===== config.mk =====
export PLATFORM = sky130hd
export DESIGN_NAME = eeprom_rd
export DESIGN_NICKNAME = d
export VERILOG_FILES = /design/src/rtl/eeprom_rd_pkg.sv /design/src/rtl/eeprom_rd_timer.sv /design/src/rtl/eeprom_rd_shift.sv /design/src/rtl/eeprom_rd.sv
export SDC_FILE = /design/constraint.sdc
export NUM_CORES = 1
export LEC_CHECK = 0
export BUFFER_PORTS_ARGS = -buffer_cell sky130_fd_sc_hd__buf_2
export CORE_MARGIN = 8
export CORE_UTILIZATION = 55
export CTS_CLUSTER_SIZE = 24
export DETAILED_ROUTE_END_ITERATION = 10
export GPL_ROUTABILITY_DRIVEN = 0
export PLACE_DENSITY_LB_ADDON = 0.1
export SLEW_MARGIN = 10
export SYNTH_ARGS = -nofsm -noshare
export SYNTH_HDL_FRONTEND = slang
export SYNTH_SLANG_ARGS = --single-unit

===== constraint.sdc =====
create_clock -name clk_i -period 4.45 [get_ports clk_i]
set_input_delay 0.89 -clock clk_i [delete_from_list [all_inputs] [get_ports clk_i]]
set_output_delay 0.89 -clock clk_i [all_outputs]
set_load 0.02 [all_outputs]

===== src/rtl/eeprom_rd_pkg.sv =====
package eeprom_rd_pkg;
  localparam int ADDR_W    = 8;
  localparam int DATA_W    = 16;
  localparam int HDR_STEPS = 10;                       // open + start + opcode
  localparam int ADDR_END  = HDR_STEPS + 2 * ADDR_W;   // select-only step index
  localparam int DATA_END  = ADDR_END + 1 + 2 * DATA_W;
  localparam int NUM_STEPS = DATA_END + 4;
  localparam int STEP_W    = $clog2(NUM_STEPS);

  typedef logic [2:0] ctl_t;
  localparam ctl_t C_CLK = 3'b001;
  localparam ctl_t C_SEL = 3'b010;
  localparam ctl_t C_DIN = 3'b100;

  function automatic ctl_t step_word(input int idx, input logic [ADDR_W-1:0] addr);
    ctl_t w;
    int   k;
    w = '0;
    if (idx < HDR_STEPS) begin
      case (idx)
        1, 3, 8: w = C_SEL;
        2, 9:    w = C_SEL | C_CLK;
        4, 6:    w = C_SEL | C_DIN;
        5, 7:    w = C_SEL | C_DIN | C_CLK;
        default: w = '0;
      endcase
    end else if (idx < ADDR_END) begin
      k = idx - HDR_STEPS;
      w = C_SEL;
      if (addr[ADDR_W - 1 - k / 2]) w = w | C_DIN;
      if (k % 2 == 1) w = w | C_CLK;
    end else if (idx == ADDR_END) begin
      w = C_SEL;
    end else if (idx < DATA_END) begin
      k = idx - ADDR_END - 1;
      w = (k % 2 == 1) ? C_SEL : (C_SEL | C_CLK);
    end else begin
      case (idx - DATA_END)
        1:       w = C_SEL;
        3:       w = C_CLK;
        default: w = '0;
      endcase
    end
    return w;
  endfunction

  function automatic logic is_sample(input int idx);
    return (idx > ADDR_END) && (idx < DATA_END) && ((idx - ADDR_END - 1) % 2 == 1);
  endfunction
endpackage


===== src/rtl/eeprom_rd_timer.sv =====
module eeprom_rd_timer #(
  parameter int SETTLE_CYCLES = 3
) (
  input  logic clk_i,
  input  logic rst_ni,
  input  logic run_i,
  input  logic restart_i,
  output logic expire_o
);
  localparam int CNT_W = $clog2(SETTLE_CYCLES + 1);
  logic [CNT_W-1:0] cnt_q;

  assign expire_o = run_i && (cnt_q == CNT_W'(SETTLE_CYCLES - 1));

  always_ff @(posedge clk_i or negedge rst_ni) begin
    if (!rst_ni)        cnt_q <= '0;
    else if (restart_i) cnt_q <= '0;
    else if (run_i)     cnt_q <= cnt_q + 1'b1;
  end
endmodule


===== src/rtl/eeprom_rd_shift.sv =====
module eeprom_rd_shift #(
  parameter int WIDTH = 16
) (
  input  logic             clk_i,
  input  logic             rst_ni,
  input  logic             shift_i,
  input  logic             bit_i,
  output logic [WIDTH-1:0] value_o
);
  always_ff @(posedge clk_i or negedge rst_ni) begin
    if (!rst_ni)      value_o <= '0;
    else if (shift_i) value_o <= {value_o[WIDTH-2:0], bit_i};
  end
endmodule


===== src/rtl/eeprom_rd.sv =====
module eeprom_rd
  import eeprom_rd_pkg::*;
#(
  parameter int SETTLE_CYCLES = 3
) (
  input  logic              clk_i,
  input  logic              rst_ni,
  input  logic              start_i,
  input  logic [ADDR_W-1:0] addr_i,
  input  logic              dq_i,
  output logic [2:0]        ctl_o,
  output logic              busy_o,
  output logic              done_o,
  output logic [DATA_W-1:0] data_o
);
  localparam logic [STEP_W-1:0] LAST_STEP = STEP_W'(NUM_STEPS - 1);

  logic [STEP_W-1:0] step_q;
  logic [ADDR_W-1:0] addr_q;
  logic              expire;
  logic              accept;
  logic              sample;
  logic [DATA_W-1:0] shreg;

  assign accept = !busy_o && start_i;
  assign sample = expire && is_sample(int'(step_q));

  eeprom_rd_timer #(.SETTLE_CYCLES(SETTLE_CYCLES)) u_timer (
    .clk_i     (clk_i),
    .rst_ni    (rst_ni),
    .run_i     (busy_o),
    .restart_i (accept || expire),
    .expire_o  (expire)
  );

  eeprom_rd_shift #(.WIDTH(DATA_W)) u_shift (
    .clk_i   (clk_i),
    .rst_ni  (rst_ni),
    .shift_i (sample),
    .bit_i   (dq_i),
    .value_o (shreg)
  );

  always_ff @(posedge clk_i or negedge rst_ni) begin
    if (!rst_ni) begin
      busy_o <= 1'b0;
      done_o <= 1'b0;
      step_q <= '0;
      addr_q <= '0;
      ctl_o  <= '0;
      data_o <= '0;
    end else begin
      done_o <= 1'b0;
      if (accept) begin
        busy_o <= 1'b1;
        step_q <= '0;
        addr_q <= addr_i;
        ctl_o  <= step_word(0, addr_i);
      end else if (expire) begin
        if (step_q == LAST_STEP) begin
          busy_o <= 1'b0;
          done_o <= 1'b1;
          data_o <= shreg;
        end else begin
          step_q <= step_q + 1'b1;
          ctl_o  <= step_word(int'(step_q) + 1, addr_q);
        end
      end
    end
  end
endmodule


**Word level (Yosys, flattened, before mapping)**

Memories as Yosys holds them, arrays and structs flattened.
Cells that the tools add are included.

- Register bits after elaboration: 53
- Bits in read-only memories: 48
- Logic and storage cells: 79
- Memories kept: 1

- $add $sub $neg: 11
- Order comparisons: 6
- Equal/unequal tests: 9
- Mux-type cells: 26
- Bitwise gates (word level): 4
- Reductions and logical operators: 14

Memory list:

| name | depth | width | read ports | clocked after Yosys merged registers in | wr ports | RTL line | RTL |
|---|---|---|---|---|---|---|---|
| (no name shown) | 16 | 3 | 1 | 0 | 0 | eeprom_rd_pkg.sv:20 | `case (idx)` |

Operators with widths:

| cell | count |
|---|---|
| $add A32 B1 Y32 | 1 |
| $eq A32 B1 Y1 const B | 1 |
| $eq A32 B2 Y1 const B | 1 |
| $lt A32 B5 Y1 const B | 1 |
| $sub A4 B32 Y32 const A | 1 |
| $logic_not A28 Y1 | 1 |
| $mux W3 | 7 |
| $mux W6 | 3 |
| $mux W1 | 10 |
| $sub A8 B2 Y9 const B | 1 |
| $eq A2 B2 Y1 const B | 4 |
| $mux W2 | 4 |
| $sub A7 B2 Y8 const B | 1 |
| $sub A7 B4 Y8 const B | 1 |
| $sub A7 B5 Y8 const B | 1 |
| $sub A7 B6 Y8 const B | 1 |
| $add A6 B1 Y7 const B | 1 |
| $eq A7 B5 Y1 const B | 1 |
| $lt A7 B4 Y1 const B | 1 |
| $lt A7 B5 Y1 const B | 1 |
| $lt A7 B6 Y1 const B | 1 |
| $sub A6 B5 Y7 const B | 1 |
| $add A6 B1 Y6 const B | 1 |
| $eq A6 B6 Y1 const B | 1 |
| 14 further kinds | 23 |

**Longest topological paths before layout**

- Depth after elaboration: 15
- Depth in mapped cells: 14

**Cells and area by module**

From an unflattened synthesis, not the netlist that was laid out.

- Cell total of the unflattened synthesis: 262
- Area, all modules: 3061.7 um2

By module, submodules not included:

| module | instances | cells each | area each (um2) | seq. area each (um2) |
|---|---|---|---|---|
| eeprom_rd | 1 | 218 | 2304.7 | 875.8 |
| eeprom_rd_shift | 1 | 34 | 649.4 | 400.4 |
| eeprom_rd_timer | 1 | 10 | 107.6 | 50.0 |

**Worst setup path after synthesis**

Ideal clock, no wire load.

- Kind: register to register
- Start: register step_q[0]
- End: register ctl_o[2]
- Data arrival time: 3052 ps
- Data required time: 4330 ps
- Slack: 1278 ps
- Stages on the path, launching flop included: 15
- Path buffers: 1
- Cells stage by stage: dfrtp_1 -> buf_4 -> inv_1 -> ha_1 -> inv_1 -> ha_1 -> o21ai_0 -> nor3_1 -> ha_1 -> inv_1 -> ha_1 -> mux4_2 -> mux2i_1 -> a211oi_1 -> a31o_2

- Word-level cells in the longest chain between the ends: 14
- Elaborated cells between the ends (all ways): 22
- Classes of those cells: 4 x add/sub; 2 x order compare; 2 x eq/ne; 10 x mux; 1 x bitwise; 2 x reduce/logical; 1 x memory

RTL lines:

| item | RTL line | RTL |
|---|---|---|
| start: declaration | eeprom_rd.sv:18 | `logic [STEP_W-1:0] step_q;` |
| start signal: assignment | eeprom_rd.sv:65 | `step_q <= step_q + 1'b1;` |
| $add A6 B1 Y7 | eeprom_rd.sv:66 | `ctl_o <= step_word(int'(step_q) + 1, addr_q);` |
| $sub A7 B4 Y8 | eeprom_rd_pkg.sv:28 | `k = idx - HDR_STEPS;` |
| $and A1 B1 Y1 (no source line) | - |  |
| $add A32 B1 Y32 (no source line) | - |  |
| $sub A4 B32 Y32 | eeprom_rd_pkg.sv:30 | `if (addr[ADDR_W - 1 - k / 2]) w = w \| C_DIN;` |
| $bmux W1 S3 | eeprom_rd_pkg.sv:30 |  |
| $mux W1 (implied by the code) (2 in a row) | eeprom_rd_pkg.sv:30 |  |
| $mux W3 | eeprom_rd_pkg.sv:30 |  |
| $mux W3 | eeprom_rd_pkg.sv:27 | `end else if (idx < ADDR_END) begin` |
| $mux W3 | eeprom_rd_pkg.sv:19 | `if (idx < HDR_STEPS) begin` |
| $mux W3 | eeprom_rd.sv:60 | `if (step_q == LAST_STEP) begin` |
| $mux W3 | eeprom_rd.sv:59 | `end else if (expire) begin` |
| $mux W3 | eeprom_rd.sv:54 | `if (accept) begin` |
| end signal: assignment | eeprom_rd.sv:58 | `ctl_o <= step_word(0, addr_i);` |
| end signal: assignment | eeprom_rd.sv:66 |  |
| end: declaration | eeprom_rd.sv:11 | `output logic [2:0] ctl_o,` |

Parallel ways exist; a longest one is shown, timed or not. The select of a mux whose other input is x is not followed.
A chain may end at the register's enable or synchronous reset.

**Final worst setup path**

- Start: register step_q[1]
- End: register ctl_o[2]

Same word-level chain as after synthesis.

==> impl_metrics.json <==
{
  "timing.hold.ws_ns": 0.4612,
  "number_of_enable_flip_flop_cells_after_synthesis": 0,
  "timing.rr.end": "ctl_o[2]",
  "dpl.hpwl_mm": 4.355,
  "ys_top_cells_by_area": "dfrtp_1 46%, nand2_1 11%, mux2_2 6.6%",
  "worst_pin_slew_ns": 0.7578,
  "r2r_start": "step_q[1]",
  "number_of_antenna_violations_at_the_first_check_in_global_routing": 0,
  "num-fill-cells": 463,
  "io_pins": 33,
  "slew_headroom_pct": 49.32,
  "mappedNetlistArea_sq_um": 2903,
  "fmax_ghz": 0.2704,
  "timing.critical_path.to_type": "register",
  "placementRows": 26,
  "ff2ff_setup_slack_ns": 0.75,
  "peakVddDrop_v": 0.0003861,
  "tns_ns": 0,
  "setup_viol_count_final": 0,
  "start_util_pct": 56.83,
  "worst_setup_path_endpoint": "ctl_o[2]",
  "post-route-min-period_ns": 3.698,
  "min_path_type": "in -> async",
  "detailedPlace.worstSlack_ns": 0.7709,
  "grt_first_pass_wirelength_mm": 10.05,
  "place_area_sq_um": 3060,
  "synth_top_area_share_pct": 45.69,
  "clk_buf_depth": 2,
  "via_per_inst": 5.566,
  "power.density_nw_per_um2": 581.4,
  "seqPwrFrac_pct": 34.7,
  "max_cap_violations": 0,
  "muxShareOfSynthArea_pct": 8.491,
  "cts_resized": 0,
  "worst_setup_path_startpoint": "step_q[1]",
  "postSynthNetCount": 322,
  "chip_width_microns": 88.65,
  "worstRegToRegCells": 12,
  "dominant_cell_type_by_area_after_synthesis": "dfrtp_1",
  "drcViolationCount": 0,
  "drtAntennaViolNets": 0,
  "timing.critical_path.arrival_ns": 3.91,
  "grt_overflow": 0,
  "clock_latency_reported_for_the_late_side_of_the_worst_skew_pair_ns": 0.31,
  "yosys_warnings": 0,
  "clkSinkCount": 53,
  "cellLeakagePower_nw": 1.598,
  "placement.io_buffers": 32,
  "timing.critical_path.mode_cell": "ha_1",
  "worst_slack_ns": 0.7523,
  "clk_pin_slew_ns": 0.11,
  "number_of_global_route_vias_before_repair": 2163,
  "synth_adder_area_share_pct": 5.172,
  "htree_num_levels": 2,
  "synth.avg_cell_area_sq_um": 9.741,
  "netSwitchingFraction_pct": 40.86,
  "synthesized_area_fraction_occupied_by_ao_oa_aoi_and_oai_cells_pct": 10.00,
  "ys_seq_area_share_pct": 45.69,
  "coreArea_sq_um": 5107,
  "critical-path-slowest-cell": "ha_1",
  "cts_tree": "done",
  "worstPathMaxFanout": 17,
  "slew_viol_final": 0,
  "cts-buffers-inserted": 5,
  "startpoint_type": "register",
  "hold_buffers": 0,
  "die_h_microns": 88.65,
  "timing.clock.skew_ns": 0.01289,
  "fin_area_sq_um": 3147,
  "layout_worst_path_cycle_share_pct": 83.09,
  "antenna_diodes": 0,
  "drt-pass1-iter-count": 5,
  "post_drt_wl_per_cell_microns": 15.39,
  "net-switching-power_w": 0.0007475,
  "hold_viol_final": 0,
  "syn_inst": 298,
  "synth_flop_cell": "dfrtp_1",
  "setup_repair_after_global_routing_missed_its_margin": "false",
  "synth_seq_cells": 53,
  "route.vias.total": 2193,
  "grt_max_degree": 40,
  "cellInternalPower_w": 0.001082,
  "synth_async_sr_flop_share_pct": 100.0,
  "synth.distinct_cells": 59,
  "post_route_cells_drive_above_1_share_pct": 23.15,
  "synth-xor-area-share_pct": 2.716,
  "synthSimpleGateAreaFrac_pct": 23.41,
  "cts_root_buffer": "clkbuf_8",
  "ys_top_cells_by_count": "82 x nand2_1, 53 x dfrtp_1, 17 x mux2_2",
  "crit_type": "reg -> reg",
  "cp_cell_instances": "ha_1, nand3_1, xor2_1, o21ai_0, nor3_1, ha_1, inv_1, ha_1, mux4_2, mux2i_1, a211oi_1, a31o_2",
  "synth_top_family_by_area": "simple AND/OR/NAND/NOR gates",
  "final_nets": 347,
  "timing.critical_path.slowest_cell_delay_ns": 0.58,
  "layout_overhead_on_the_synthesized_area_pct": 8.405,
  "power.clock.fraction_pct": 15.3,
  "first_iter_violations": 171,
  "post_cts.repair.setup_buffers": 0,
  "grt_util_all_layers_pct": 16.04,
  "p_comb_share_pct": 50.0,
  "drt_wl_total_mm": 6.062,
  "timing.critical_path.required_ns": 4.66,
  "yosys.cell_count.top_type": "nand2_1",
  "total_die_area_sq_um": 7859,
  "status": "finished clean"
}
[area by class of cell]
cell class / count / area, sq um / area share [%]
clock buffers: 6 / 72.57 / 2.306
well taps: 70 / 87.58 / 2.783
repair buffers: 34 / 175.2 / 5.567
clock inverters: 2 / 13.76 / 0.4374
flip-flops and latches: 53 / 1326 / 42.15
multi-input cells: 222 / 1445 / 45.92
inverters: 7 / 26.28 / 0.8350
[cell usage in the layout (no fill, tap or decap), types with 2 or more instances in the layout]
cell type  Yosys  final
a211oi_1       2      2
a21oi_1        5      5
a22o_1         3      3
a31oi_1        6      6
and3_1         2      2
buf_2          3     32
buf_4          5      2
clkbuf_8       0      5
dfrtp_1       53     53
ha_1          12     12
inv_1          6      6
mux2_2        17     17
mux4_2         2      2
nand2_1       82     82
nand2b_1       2      2
nand3_1       11     11
nor2_1        11     11
nor2b_1        5      5
nor3_1         8      8
o211ai_1       3      3
o21ai_0       11     11
o21ai_1        3      3
o31a_1         2      2
xnor2_1        3      3
[worst max-delay path, delay by kind of cell (launching register included)]
family                     cells  cell delay, ns
AOI/OAI and AO/OA              3            0.50
xor gates and xnor gates       1            0.33
adders and majority gates      3            1.07
buffers and inverters          1            0.04
DFF                            1            0.55
muxes                          2            0.67
and+or+nand+nor                2            0.42
[stage by stage]
step	cells	util, %	power [W]
detailed placement	386	59.92	0.001554
CTS	394	61.61	0.001835
floorplan	298	-	0.001398
global route	394	61.61	0.001947
finish	394	61.61	0.001829
global placement	386	59.92	0.001518
[how the worst min path moves through the flow]
stage / end / cells past startpoint / slack (ns)
3_3_place_gp: data_o[15] / 2 / 0.45
4_1_cts: ctl_o[2] / 1 / 0.47
5_1_grt: ctl_o[2] / 1 / 0.49
3_5_place_dp: data_o[8] / 2 / 0.46
6_report: ctl_o[2] / 1 / 0.46
2_1_floorplan: data_o[15] / 2 / 0.43
[layer usage]
metal	global-route usage (%)	wire length (microns)	share of wire [%]
met1	21.24	2819	47
met2	26.62	2916	48
met3	2.600	272	4.5
met4	3.687	54	0.89
met5	0	0	0
[power groups by stage]
stage	Clock, W	Combinational, W	Sequential [W]
after floorplan	0	0.000789	0.000609
after global placement	0	0.000884	0.000635
after detailed placement	0	0.000913	0.000640
after CTS	0.000286	0.000917	0.000631
after global routing	0.000303	0.000997	0.000647
final	0.000281	0.000915	0.000634
[registers in the layout, summed over array words and instances (netlist names)]
register,cells
busy_o,1
step_q,6
u_timer.cnt_q,2
addr_q,8
done_o,1
u_shift.value_o,16
ctl_o,3
data_o,16
[cell families (layout without fill, tap and decap cells)]
logic type	Yosys count	in the layout
buffers and inverters	23	49
AOI/OAI and AO/OA	44	44
adders and majority gates	12	12
and+or+nand+nor	140	140
xor gates and xnor gates	6	6
DFF	53	53
muxes	20	20
Power figures use the tool's default switching activity.
